**src/rtl/rtc_pkg.sv**
```systemverilog
package rtc_pkg;
  localparam int ADDR_W = 6;
  localparam int DATA_W = 32;

  localparam logic [ADDR_W-1:0] OFF_UNLOCK   = 6'h00;
  localparam logic [ADDR_W-1:0] OFF_TIME     = 6'h0C;
  localparam logic [ADDR_W-1:0] OFF_DATE     = 6'h10;
  localparam logic [ADDR_W-1:0] OFF_FORMAT   = 6'h14;
  localparam logic [ADDR_W-1:0] OFF_WDAY     = 6'h18;
  localparam logic [ADDR_W-1:0] OFF_ALM_TIME = 6'h1C;
  localparam logic [ADDR_W-1:0] OFF_ALM_DATE = 6'h20;
  localparam logic [ADDR_W-1:0] OFF_LEAP     = 6'h24;
  localparam logic [ADDR_W-1:0] OFF_IRQ_EN   = 6'h28;
  localparam logic [ADDR_W-1:0] OFF_IRQ_FLAG = 6'h2C;

  localparam logic [DATA_W-1:0] UNLOCK_KEY = 32'hA5EB1357;

  // number of BCD fields: sec, min, hour, day, month, year
  localparam int NUM_FIELDS = 6;

  // per-field reset value and wrap target (year..sec, index 5..0)
  localparam logic [NUM_FIELDS-1:0][7:0] FIELD_BASE =
    {8'h00, 8'h01, 8'h01, 8'h00, 8'h00, 8'h00};

  localparam logic [2:0] WDAY_RESET = 3'd6;

  typedef struct packed {
    logic tick;
    logic wrTime;
    logic wrDate;
    logic wrWday;
    logic wrAlmTime;
    logic wrAlmDate;
    logic wrIrqEn;
    logic wrIrqFlag;
  } rtcStrobes_t;

  function automatic logic [7:0] bcdInc(input logic [7:0] v);
    if (v[3:0] >= 4'd9) bcdInc = {v[7:4] + 4'd1, 4'd0};
    else                bcdInc = {v[7:4], v[3:0] + 4'd1};
  endfunction
endpackage

```
**src/rtl/rtc_field_cell.sv**
```systemverilog
module rtc_field_cell #(
  parameter logic [7:0] BASE = 8'h00
) (
  input  logic       clk,
  input  logic       rstN,
  input  logic       stepIn,
  input  logic [7:0] limit,
  input  logic       load,
  input  logic [7:0] loadVal,
  output logic [7:0] val,
  output logic [7:0] nextVal
);
  always_comb begin
    if (!stepIn)            nextVal = val;
    else if (val == limit)  nextVal = BASE;
    else                    nextVal = rtc_pkg::bcdInc(val);
  end

  always_ff @(posedge clk) begin
    if (!rstN)     val <= BASE;
    else if (load) val <= loadVal;
    else           val <= nextVal;
  end
endmodule

```
**src/rtl/rtc_ctrl.sv**
```systemverilog
module rtc_ctrl
  import rtc_pkg::*;
#(
  parameter int TICK_DIV = 50_000_000
) (
  input  logic              clk,
  input  logic              rstN,
  input  logic              busSel,
  input  logic              busWr,
  input  logic [ADDR_W-1:0] busAddr,
  input  logic [DATA_W-1:0] busWdata,
  output rtcStrobes_t       stb,
  output logic              active
);
  localparam int CNT_W = (TICK_DIV > 1) ? $clog2(TICK_DIV) : 1;
  localparam logic [CNT_W-1:0] CNT_MAX = CNT_W'(TICK_DIV - 1);

  logic [CNT_W-1:0] divCnt;
  logic wrHit;
  logic unlockHit;
  logic restart;

  assign wrHit     = busSel && busWr;
  assign unlockHit = wrHit && (busAddr == OFF_UNLOCK) && (busWdata == UNLOCK_KEY);
  assign restart   = stb.wrTime || stb.wrDate;

  always_comb begin
    stb           = '0;
    stb.wrTime    = wrHit && (busAddr == OFF_TIME);
    stb.wrDate    = wrHit && (busAddr == OFF_DATE);
    stb.wrWday    = wrHit && (busAddr == OFF_WDAY);
    stb.wrAlmTime = wrHit && (busAddr == OFF_ALM_TIME);
    stb.wrAlmDate = wrHit && (busAddr == OFF_ALM_DATE);
    stb.wrIrqEn   = wrHit && (busAddr == OFF_IRQ_EN);
    stb.wrIrqFlag = wrHit && (busAddr == OFF_IRQ_FLAG);
    stb.tick      = active && (divCnt == CNT_MAX) &&
                    !(wrHit && ((busAddr == OFF_TIME) || (busAddr == OFF_DATE)));
  end

  always_ff @(posedge clk) begin
    if (!rstN) begin
      active <= 1'b0;
      divCnt <= '0;
    end else begin
      if (unlockHit) active <= 1'b1;
      if (!active || restart || divCnt == CNT_MAX) divCnt <= '0;
      else                                         divCnt <= divCnt + 1'b1;
    end
  end
endmodule

```
**src/rtl/rtc_datapath.sv**
```systemverilog
module rtc_datapath
  import rtc_pkg::*;
(
  input  logic              clk,
  input  logic              rstN,
  input  rtcStrobes_t       stb,
  input  logic              active,
  input  logic [ADDR_W-1:0] busAddr,
  input  logic [23:0]       wdLow,
  output logic [DATA_W-1:0] busRdata,
  output logic [23:0]       curTime,
  output logic [23:0]       curDate,
  output logic [1:0]        irqFlag,
  output logic              irqOut
);
  logic [NUM_FIELDS-1:0][7:0] fieldVal;
  logic [NUM_FIELDS-1:0][7:0] fieldNext;
  logic [NUM_FIELDS-1:0][7:0] fieldLim;
  logic [NUM_FIELDS-1:0]      carry;
  logic [2:0]  wday;
  logic [23:0] almTime;
  logic [23:0] almDate;
  logic [1:0]  irqEn;
  logic        isLeap;
  logic [7:0]  lastDay;
  logic        almMatch;
  logic [1:0]  yrMod4;

  // year divisible by 4: (10*hi + lo) mod 4 == (2*hi[0] + lo) mod 4
  assign yrMod4 = {fieldVal[5][4], 1'b0} + fieldVal[5][1:0];
  assign isLeap = (yrMod4 == 2'b00);

  always_comb begin
    case (fieldVal[4])
      8'h02:                      lastDay = isLeap ? 8'h29 : 8'h28;
      8'h04, 8'h06, 8'h09, 8'h11: lastDay = 8'h30;
      default:                    lastDay = 8'h31;
    endcase
  end

  assign fieldLim = {8'h99, 8'h12, lastDay, 8'h23, 8'h59, 8'h59};
  assign carry[0] = stb.tick;

  for (genvar i = 0; i < NUM_FIELDS; i++) begin : g_field
    logic       cellLoad;
    logic [7:0] cellLoadVal;
    if (i < 3) begin : g_time
      assign cellLoad    = stb.wrTime;
      assign cellLoadVal = wdLow[8*i +: 8];
    end else begin : g_date
      assign cellLoad    = stb.wrDate;
      assign cellLoadVal = wdLow[8*(i-3) +: 8];
    end
    if (i < NUM_FIELDS - 1) begin : g_carry
      assign carry[i+1] = carry[i] && (fieldVal[i] == fieldLim[i]);
    end
    rtc_field_cell #(.BASE(FIELD_BASE[i])) u_cell (
      .clk    (clk),
      .rstN   (rstN),
      .stepIn (carry[i]),
      .limit  (fieldLim[i]),
      .load   (cellLoad),
      .loadVal(cellLoadVal),
      .val    (fieldVal[i]),
      .nextVal(fieldNext[i])
    );
  end

  assign curTime  = fieldVal[2:0];
  assign curDate  = fieldVal[5:3];
  assign almMatch = (fieldNext[2:0] == almTime) && (fieldNext[5:3] == almDate);

  always_ff @(posedge clk) begin
    if (!rstN) begin
      wday    <= WDAY_RESET;
      almTime <= '0;
      almDate <= '0;
      irqEn   <= '0;
      irqFlag <= '0;
    end else begin
      if (stb.wrWday)      wday <= wdLow[2:0];
      else if (carry[3])   wday <= (wday >= 3'd6) ? 3'd0 : wday + 3'd1;
      if (stb.wrAlmTime)   almTime <= wdLow;
      if (stb.wrAlmDate)   almDate <= wdLow;
      if (stb.wrIrqEn)     irqEn   <= wdLow[1:0];
      if (stb.tick && almMatch)            irqFlag[0] <= 1'b1;
      else if (stb.wrIrqFlag && wdLow[0])  irqFlag[0] <= 1'b0;
      if (stb.tick)                        irqFlag[1] <= 1'b1;
      else if (stb.wrIrqFlag && wdLow[1])  irqFlag[1] <= 1'b0;
    end
  end

  assign irqOut = |(irqFlag & irqEn);

  always_comb begin
    case (busAddr)
      OFF_UNLOCK:   busRdata = {31'd0, active};
      OFF_TIME:     busRdata = {8'd0, curTime};
      OFF_DATE:     busRdata = {8'd0, curDate};
      OFF_FORMAT:   busRdata = 32'd1;
      OFF_WDAY:     busRdata = {29'd0, wday};
      OFF_ALM_TIME: busRdata = {8'd0, almTime};
      OFF_ALM_DATE: busRdata = {8'd0, almDate};
      OFF_LEAP:     busRdata = {31'd0, isLeap};
      OFF_IRQ_EN:   busRdata = {30'd0, irqEn};
      OFF_IRQ_FLAG: busRdata = {30'd0, irqFlag};
      default:      busRdata = '0;
    endcase
  end
endmodule

```
**src/rtl/rtc_bcd_cal.sv**
```systemverilog
module rtc_bcd_cal
  import rtc_pkg::*;
#(
  parameter int TICK_DIV = 50_000_000
) (
  input  logic              clk,
  input  logic              rstN,
  input  logic              busSel,
  input  logic              busWr,
  input  logic [ADDR_W-1:0] busAddr,
  input  logic [DATA_W-1:0] busWdata,
  output logic [DATA_W-1:0] busRdata,
  output logic              irqOut
);
  rtcStrobes_t stb;
  logic        active;
  logic [23:0] curTime;
  logic [23:0] curDate;
  logic [1:0]  irqFlag;

  rtc_ctrl #(.TICK_DIV(TICK_DIV)) u_ctrl (
    .clk     (clk),
    .rstN    (rstN),
    .busSel  (busSel),
    .busWr   (busWr),
    .busAddr (busAddr),
    .busWdata(busWdata),
    .stb     (stb),
    .active  (active)
  );

  rtc_datapath u_dp (
    .clk     (clk),
    .rstN    (rstN),
    .stb     (stb),
    .active  (active),
    .busAddr (busAddr),
    .wdLow   (busWdata[23:0]),
    .busRdata(busRdata),
    .curTime (curTime),
    .curDate (curDate),
    .irqFlag (irqFlag),
    .irqOut  (irqOut)
  );
endmodule

```
**config.mk**
```make
export PLATFORM = sky130hd
export DESIGN_NAME = rtc_bcd_cal
export DESIGN_NICKNAME = d
export VERILOG_FILES = /design/src/rtl/rtc_pkg.sv /design/src/rtl/rtc_field_cell.sv /design/src/rtl/rtc_ctrl.sv /design/src/rtl/rtc_datapath.sv /design/src/rtl/rtc_bcd_cal.sv
export SDC_FILE = /design/constraint.sdc
export NUM_CORES = 1
export LEC_CHECK = 0
export BUFFER_PORTS_ARGS = -buffer_cell sky130_fd_sc_hd__buf_2
export CORE_MARGIN = 5
export CORE_UTILIZATION = 60
export DETAILED_ROUTE_END_ITERATION = 8
export PLACE_DENSITY = 0.78
export SLEW_MARGIN = 20
export SYNTH_ARGS = -nofsm -noshare
export SYNTH_HDL_FRONTEND = slang
export SYNTH_SLANG_ARGS = --single-unit
```
**constraint.sdc**
```tcl
create_clock -name clk -period 9.8 [get_ports clk]
set_clock_uncertainty 0.2 [all_clocks]
set_input_delay 1.96 -clock clk [delete_from_list [all_inputs] [get_ports clk]]
set_output_delay 1.96 -clock clk [all_outputs]
set_load 0.01 [all_outputs]
```
# After elaboration in Yosys (flattened, before gate mapping)
# Index checks and enable logic that the tools add are counted.
# totals
reg_bits	130
input_bits	42
# classes
n_bitwise	2
n_reduce_logical	36
mux	34
eq_ne	24
magnitude_cmp	7
addsub	15
# op_table
cell	count
24-bit one-hot mux with 10 select lines	1
8-bit two-way mux	24
4-bit by 1-bit adder with 4-bit output, second input constant	12
24-bit == test	2
32-bit == test, second input constant	1
26-bit by 1-bit adder with 26-bit output, second input constant	1
26-bit == test, second input constant	1
6-bit by 5-bit == test with 1-bit output, second input constant	4
6-bit == test, second input constant	4
4-bit greater-or-equal comparator, second input constant	6
1-bit logical AND	22
8-bit by 3-bit == test with 1-bit output, second input constant	2
8-bit by 5-bit == test with 1-bit output, second input constant	2
8-bit by 7-bit == test with 1-bit output, second input constant	2
8-bit one-hot mux with 2 select lines	1
3-bit two-way mux	3
8-bit by 2-bit == test with 1-bit output, second input constant	1
8-bit by 4-bit == test with 1-bit output, second input constant	1
8-bit by 6-bit == test with 1-bit output, second input constant	1
8-bit == test	1
8-bit == test, second input constant	1
6-bit by 4-bit == test with 1-bit output, second input constant	1
6-bit logical NOT	1
2-bit nonzero test	3
other kinds (11)	20

# Logic depth before layout (Yosys ltp)
# Gate-level depths: netlist of run 1.
# logic_depth
word_depth	15
depth_mapped	15
depth_no_buf	13

# Modules after synthesis
# A second synthesis of run 1 with hierarchy kept.
# unflattened
hier_cells	1074
area_unflattened_um2	9054.9
# by_module_without_submodules
module	n_inst	seq_area_each_um2	cells_per_inst	area_per_inst_um2
rtc_datapath	1	1101.1	408	3535.9
rtc_field_cell at u_dp.g_field[0].u_cell ...	4	160.2	83	649.4
rtc_ctrl	1	540.5	172	1580.3
rtc_field_cell at u_dp.g_field[3].u_cell ...	2	160.2	81	670.6

# Least setup slack after synthesis of run 1
# No wires, ideal clock.
# synth_path
kind	input to output
startpoint	in busAddr[2]
endpoint	out busRdata[17]
arrival_ns	3.442
slack_ns	4.198
stages	6
path_buffers	2
cell_sequence	or4_1 > buf_2 > nor2_1 > clkbuf_1 > a22oi_1 > nand2_1
# synth_via
elab_chain_len	2
word_cells_on_any_way	11
# synth_lines
item	line_no	source
from (decl)	rtc_bcd_cal.sv:10	input logic [ADDR_W-1:0] busAddr,
6-bit == test, or another cell as far along	rtc_datapath.sv:96	case (busAddr)
24-bit one-hot mux with 10 select lines *	rtc_datapath.sv:96	
to (decl)	rtc_bcd_cal.sv:12	output logic [DATA_W-1:0] busRdata,
# Mark *: on every way between the ends. The rest lies on a longest branch, timed or not.

# Final worst setup path of run 1
# layout_path
startpoint	in busAddr[2]
endpoint	out busRdata[1]
# The elaborated chain is that of the path after synthesis.

==> results.md, run 1 <==
* Worst-margin pin slew at 1014 ps
* Pwr Density at 131.1 nW/µm²
* Post-Synthesis Cell Area at 8599 µm²
* Slowest-stage cell, CP: or4_1
* Pre-antenna DRT Iters at 7
* Initial antenna violation count at 0
* Min Tclk post-route at 6105 ps
* Die area at 16830 µm²
* Cell count after synthesis at 1172
* Complex-gate fraction of the synthesized area at 20.88%
* Ys flop type: dfxtp_1
* FF-to-FF setup slack at 4890 ps
* Critical Path RT at 7640 ps
* Hold Path Stages at 1
* Post-layout instance area at 9649 µm²
* Simple-gate portion of the synthesized area at 30.63%
* Pin count of the biggest net entering global routing at 90
* Final Hold Vio Count at 0
* Post-synth top area share at 30.26%
* Setup tns final at 0 ps
* Max-Cap Viols at 0
* Yosys top cell by area: dfxtp_1
* GRT Resource Usage Total at 34.52%
* HPWL Detailed at 21150 µm
* Crit path max fanout at 25
* Clock Tree Buf Depth at 2
* Yosys warnings at 0
* Yosys cell types at 76
* Most numerous cell in the Yosys netlist: nand2_1
* Clock tree from TritonCTS: built
* DRC viols at 0
* Status: complete, no violations
* Async S/R FF share, synth at 0%
* Final ANT Viol Nets at 0
* Worst hold slack at 273.4 ps
* Postcts setup bufs at 0
* Worst path buffer plus inverter count at 2
* # hold bufs at CTS at 0
* Max Freq at 163.8 MHz
* CP delay by family, top: simple AND/OR/NAND/NOR gates
* Port buffer count at 66
* Critical path depth at 6
* Worst endpoint data arrival time at 3940 ps
* Clock sink total at 130
* Final cell count without fillers at 1403
* CP most frequent cell: buf_2
* Syn Area/Cell at 7.337 µm²
* Critical path's largest stage delay at 690 ps
* Worst setup path class: input pin to output pin
* Clk root buf: clkbuf_16
* Largest family of logic cells by synthesized area: simple AND/OR/NAND/NOR gates
* Worst VDD drop at 0.0001366 V
* Fraction of layout cells with a size suffix above 1 at 11.37%
* XOR/XNOR Fraction of Synth Area at 6.707%
* Leakage at 0.003543 µW
* I/O Pins at 75
* GR Overflow Total at 0
* Slew margin rel. at 32.38%
* Startpoint class of the critical path: input pin
* Cell Count Post-Placement at 1370
* Rows at 43
* Area Growth Syn to Fin at 12.21%
* Nets at 1285
* Dpl cell area at 9012 µm²
* Unrepaired setup endpoints after global routing: false
* Clk slew on worst S/H paths at 60 ps
* Cells on worst reg2reg path at 12
* Sink of the worst hold path: u_ctrl.divCnt[0]
* HP Start: u_ctrl.divCnt[0]
* Antenna cell count at 0
* Routability cong. at 0.9811
* CTS Buf Count at 17
* First-pass GRT wire length at 45040 µm
* Vias at 9191
* Post-synth EDFFs at 0
* Vias per inst at 6.551
* Mux share of post-synthesis cell area at 1.891%
* Register area share after synthesis at 30.26%
* Core Area at 13990 µm²
* Die Y at 129.7 µm
* DRT iter0 DRCs at 1230
* Post-cts resize count at 0
* Top area cells in the synthesized netlist: dfxtp_1 (30%), nand2_1 (9.4%), a21oi_1 (5.9%), ha_1 (4.8%), nor2_1 (4.8%)
* Worst skew pair latency at 420 ps
* Period Utilization, post-route at 62.29%
* CP Cell Sequence: buf_2 > or4_1 > nor2_4 > a22oi_1 > o211ai_1 > buf_2
* Max Slew Vio Count at 0
* Top cell types by occurrence after synthesis: nand2_1 (215), dfxtp_1 (130), nor2_1 (110)
* Final setup violation count at 0
* Reg2reg start: u_dp.g_field[0].u_cell.val[0]
* #FFs+latches synth at 130
* Worst flop-to-flop path endpoint: u_dp.irqFlag[0]
* Post-Synth Adder-Cell Area at 4.801%
* Initial Util at 61.48%
* DRT Wirelength at 29250 µm
* Vias in the first global route at 8297
* Die width at 129.7 µm
* Type of the worst min-delay path: register to register
* Htree depth at 4
* CP endpoint kind: output pin
* Drt wl/cell at 20.85 µm
-- cells in the final DEF (no fill, tap or decap), drive strengths merged, types with 10 or more instances in the layout --
master,netlist,routed
inv,31,37
a211oi,24,24
a31oi,10,10
ha,33,33
buf,19,80
nand4,20,20
o211ai,14,14
dfxtp,130,130
a21oi,102,102
o21ai,46,46
mux2i,14,14
clkbuf,49,19
xnor2,34,34
nor2,111,111
nand3,48,48
nor3,31,31
nor4,15,15
nand2b,12,12
or3,17,17
a22oi,50,50
nand2,215,215
xor2,31,31
-- power by group --
part           internal [µW]  leakage (µW)  switching (µW)
logic                   16.2       0.00219            38.7
clock network            418      0.000306             259
registers                530       0.00105            3.52
total                    964       0.00354             301
-- worst register-to-register path, stage by stage, from the launching register on --
cell and delay (ps):
dfxtp_1 530, ha_1 250, or3b_4 420, nor2_1 610, nand2_1 200, nor2_1 700
a41oi_1 190, a31oi_1 240, xor2_1 140, nor4_1 490, o2111ai_1 190, or4_1 450
o31ai_2 210
-- registers in the layout, summed over array words and instances (netlist names) --
signal	flops
u_dp.irqFlag	2
u_ctrl.active	1
u_ctrl.divCnt	26
u_dp.irqEn	2
u_dp.g_field.u_cell.val	48
u_dp.almDate	24
u_dp.wday	3
u_dp.almTime	24
-- layout make-up --
type,instances,area [µm²]
fill,1203,4339
timing repair buffer,80,442.9
sequential,130,2603
inverter,31,116.4
clock inverter,13,168.9
multi-input combinational,950,5640
tap,180,225.2
clock buffer,19,452.9
-- how the worst max path moves through the flow --
stage,start,to
6_report,busAddr[2],busRdata[1]
5_1_grt,busAddr[2],busRdata[1]
4_1_cts,busAddr[2],busRdata[1]
3_5_place_dp,busAddr[2],u_dp.irqFlag[0]
3_3_place_gp,busAddr[2],busRdata[0]
2_1_floorplan,busAddr[2],busRdata[17]
-- stage by stage --
stage	setup WS, ps	total power (µW)	util (%)
after detailed placement	3547	597.1	64.43
after global routing	3633	1294	68.98
after floorplan	4198	572.6	-
after CTS	3736	1265	68.87
after global placement	3300	596.7	64.39
final	3695	1265	68.98
-- logic make-up after synthesis --
| logic type | Yosys count |
|---|---|
| other cells | 1 |
| simple gates | 544 |
| buf+inv | 99 |
| mux | 16 |
| flops | 130 |
| xor+xnor | 65 |
| compound gates | 284 |
| fa+ha+maj | 33 |
-- routing by layer --
| layer | part of all wire, % | vias up | track usage [%] | routed length, µm |
|---|---|---|---|---|
| li1 | - | 4261 | - | - |
| met1 | 41 | 4266 | 47.20 | 11980 |
| met2 | 43 | 563 | 51.71 | 12660 |
| met3 | 12 | 101 | 9.619 | 3505 |
| met4 | 3.8 | 0 | 13.81 | 1103 |
| met5 | 0 | - | 0 | 0 |
Power figures use the tool's default switching activity.
==> inputs of run 2 (changes only) <==
==> constraint.sdc (replaced) <==
create_clock -name clk -period 5.95 [get_ports clk]
set_clock_uncertainty 0.2 [all_clocks]
set_input_delay 1.19 -clock clk [delete_from_list [all_inputs] [get_ports clk]]
set_output_delay 1.19 -clock clk [all_outputs]
set_load 0.01 [all_outputs]
==> run 2 against run 1 <==
Global-route usage increased by 0.65 points. Sequential power rose by 64%. Via count decreased by 0.32%. Flip-flop and latch count unchanged. Largest cell class unchanged. Largest power group unchanged.
==> results.md, run 2 (synthesized netlist as in run 1, its figures left out) <==
* Dpl cell area at 9052 µm² (+0.44%)
* Vias per inst at 6.516 (-0.53%)
* Startpoint class of the critical path: input pin
* Post-Place Setup Slack at 724.6 ps (-2822 ps)
* Max-Cap Viols at 0 (unchanged)
* Vias at 9162 (-0.32%)
* Crit path max fanout at 7 (-72%)
* Rows at 43 (unchanged)
* Most frequent cells in the layout: nand2_1 (215), dfxtp_1 (130), nor2_1 (109)
* Final Util at 69.00% (about the same)
* I/O Pins at 75 (unchanged)
* Slew margin rel. at 32.96% (+0.58 points)
* Worst path buffer plus inverter count at 1 (-1)
* Max FFs per register at 48 (unchanged)
* Fill cell total of the finished layout at 1226 (+1.9%)
* Pre-antenna DRT Iters at 6 (-1)
* Critical Path RT at 6100 ps (-1540 ps)
* Biggest register: u_dp.g_field.u_cell.val
* Routability cong. at 1.040 (+6.0%)
* Clk slew on worst S/H paths at 60 ps (about the same)
* Post-layout instance area at 9652 µm² (about the same)
* Clock sink total at 130 (unchanged)
* CP endpoint kind: register
* Worst-margin pin slew at 1003 ps (-11.17 ps)
* Area Growth Syn to Fin at 12.24% (about the same)
* Core Area at 13990 µm² (unchanged)
* Fraction of layout cells with a size suffix above 1 at 11.50% (+0.14 points)
* Initial Util at 61.48% (unchanged)
* DRT iter0 DRCs at 1279 (+4.0%)
* Status: complete, no violations
* Vias in the first global route at 8326 (+0.35%)
* Post-cts resize count at 0 (unchanged)
* Port buffer count at 66 (unchanged)
* Leakage at 0.003542 µW (about the same)
* Nets at 1290 (+0.39%)
* Drt wl/cell at 20.90 µm (+0.23%)
* Clk root buf: clkbuf_16
* Critical path's largest stage delay at 670 ps (-20 ps)
* Setup tns final at 0 ps (unchanged)
* # hold bufs at CTS at 0 (unchanged)
* Pwr Density at 213.6 nW/µm² (+63%)
* First-pass GRT wire length at 46060 µm (+2.3%)
* CTS Buf Count at 17 (unchanged)
* Most common cell after layout, fill and taps aside: nand2_1
* Antenna cell count at 0 (unchanged)
* DRC viols at 0 (unchanged)
* Postcts setup bufs at 0 (unchanged)
* Initial antenna violation count at 0 (unchanged)
* HPWL Detailed at 21240 µm (+0.44%)
* Die width at 129.7 µm (unchanged)
* Htree depth at 4 (unchanged)
* Min Tclk post-route at 4895 ps
* Largest regs: u_dp.g_field.u_cell.val: 48 flops, u_ctrl.divCnt: 26 flops
* Worst setup path class: input pin to register
* CP Cell Sequence: buf_2 > or4_1 > or3_1 > nand4b_1 > nor3_1 > xnor2_1 > nor3_1 > or4_1 > or3_1 > nor4_1 > nand2_1 > o31ai_2
* Unrepaired setup endpoints after global routing: false
* Clock Tree Buf Depth at 2 (unchanged)
* Total Power at 2062 µW (+63%)
* Post-route setup slack at 1055 ps (-2640 ps)
* GRT Resource Usage Total at 35.17% (+0.65 points)
* CP delay by family, top: simple AND/OR/NAND/NOR gates
* Type of the worst min-delay path: register to register
* Worst skew pair latency at 440 ps (+20 ps)
* Period Utilization, post-route at 82.27%
* Final setup violation count at 0 (unchanged)
* Pin count of the biggest net entering global routing at 69 (-23%)
* GR Overflow Total at 0 (unchanged)
* Max Slew Vio Count at 0 (unchanged)
* Final Hold Vio Count at 0 (unchanged)
* Clock tree from TritonCTS: built
* Worst VDD drop at 0.0002067 V (+51%)
* Die Y at 129.7 µm (unchanged)
* Worst endpoint data arrival time at 5040 ps (+1100 ps)
* DRT Wirelength at 29380 µm (+0.45%)
* Slowest-stage cell, CP: or4_1
* Max Freq at 204.3 MHz
* Final ANT Viol Nets at 0 (unchanged)
* Die area at 16830 µm² (unchanged)
==> run 2: cell types whose count changed in the layout (fill, tap and decap cells not counted), sizes merged <==
cell / before / now
inv: 37 / 33
buf: 80 / 85
clkinvlp: 1 / 3
==> run 2: area by class of cell <==
type	count	area [µm²]	share of cell area (%)
Sequential cell	130	2603	26.96
Inverter	31	116.4	1.206
Clock buffer	19	442.9	4.589
Timing Repair Buffer	85	473.0	4.900
Clock inverter	11	156.4	1.620
Multi-Input combinational cell	950	5635	58.39
Tap cell	180	225.2	2.333
==> run 2: where the power goes <==
group | internal [µW] | switching (µW) | leakage [µW]
registers | 873 | 5.36 | 0.00105
logic | 26.8 | 64.9 | 0.00221
clock network | 669 | 423 | 0.000282
==> run 2: path summary, 6_finish.rpt <==
check,endpoint,slack [ps],startpoint,depth (start not counted)
worst min-delay path,u_ctrl.divCnt[0],260,u_ctrl.divCnt[0],1
worst min register to register,u_ctrl.divCnt[0],260,u_ctrl.divCnt[0],1
worst max-delay path,u_dp.irqFlag[0],1050,busAddr[2],12
worst max register to register,u_dp.irqFlag[0],1110,u_dp.g_field[0].u_cell.val[0],12
==> run 2: metrics by stage <==
stage                     instances  hold WS, ps
after global routing           1406        306.1
after detailed placement       1376        253.0
final                          1406        263.7
after CTS                      1406        266.8
after floorplan                1179        226.4
after global placement         1376        244.3
==> run 2: worst reg2reg max path, stage by stage, from the launching register on <==
cell and delay [ps]:
dfxtp_1 510, ha_1 250, or3b_4 430, nor4_4 470
nand2b_2 190, or4b_4 610, nor2_4 190, and3_1 370
xor2_2 150, o22ai_1 90, or4_1 510, or4_1 550
o31ai_2 210
==> run 2: layer usage <==
layer	GRT usage, %	up-vias	routed length, µm
met5	0	-	0
met4	12.59	0	976
met3	7.122	78	3213
met2	53.87	562	13050
met1	49.40	4255	12140
li1	-	4267	-
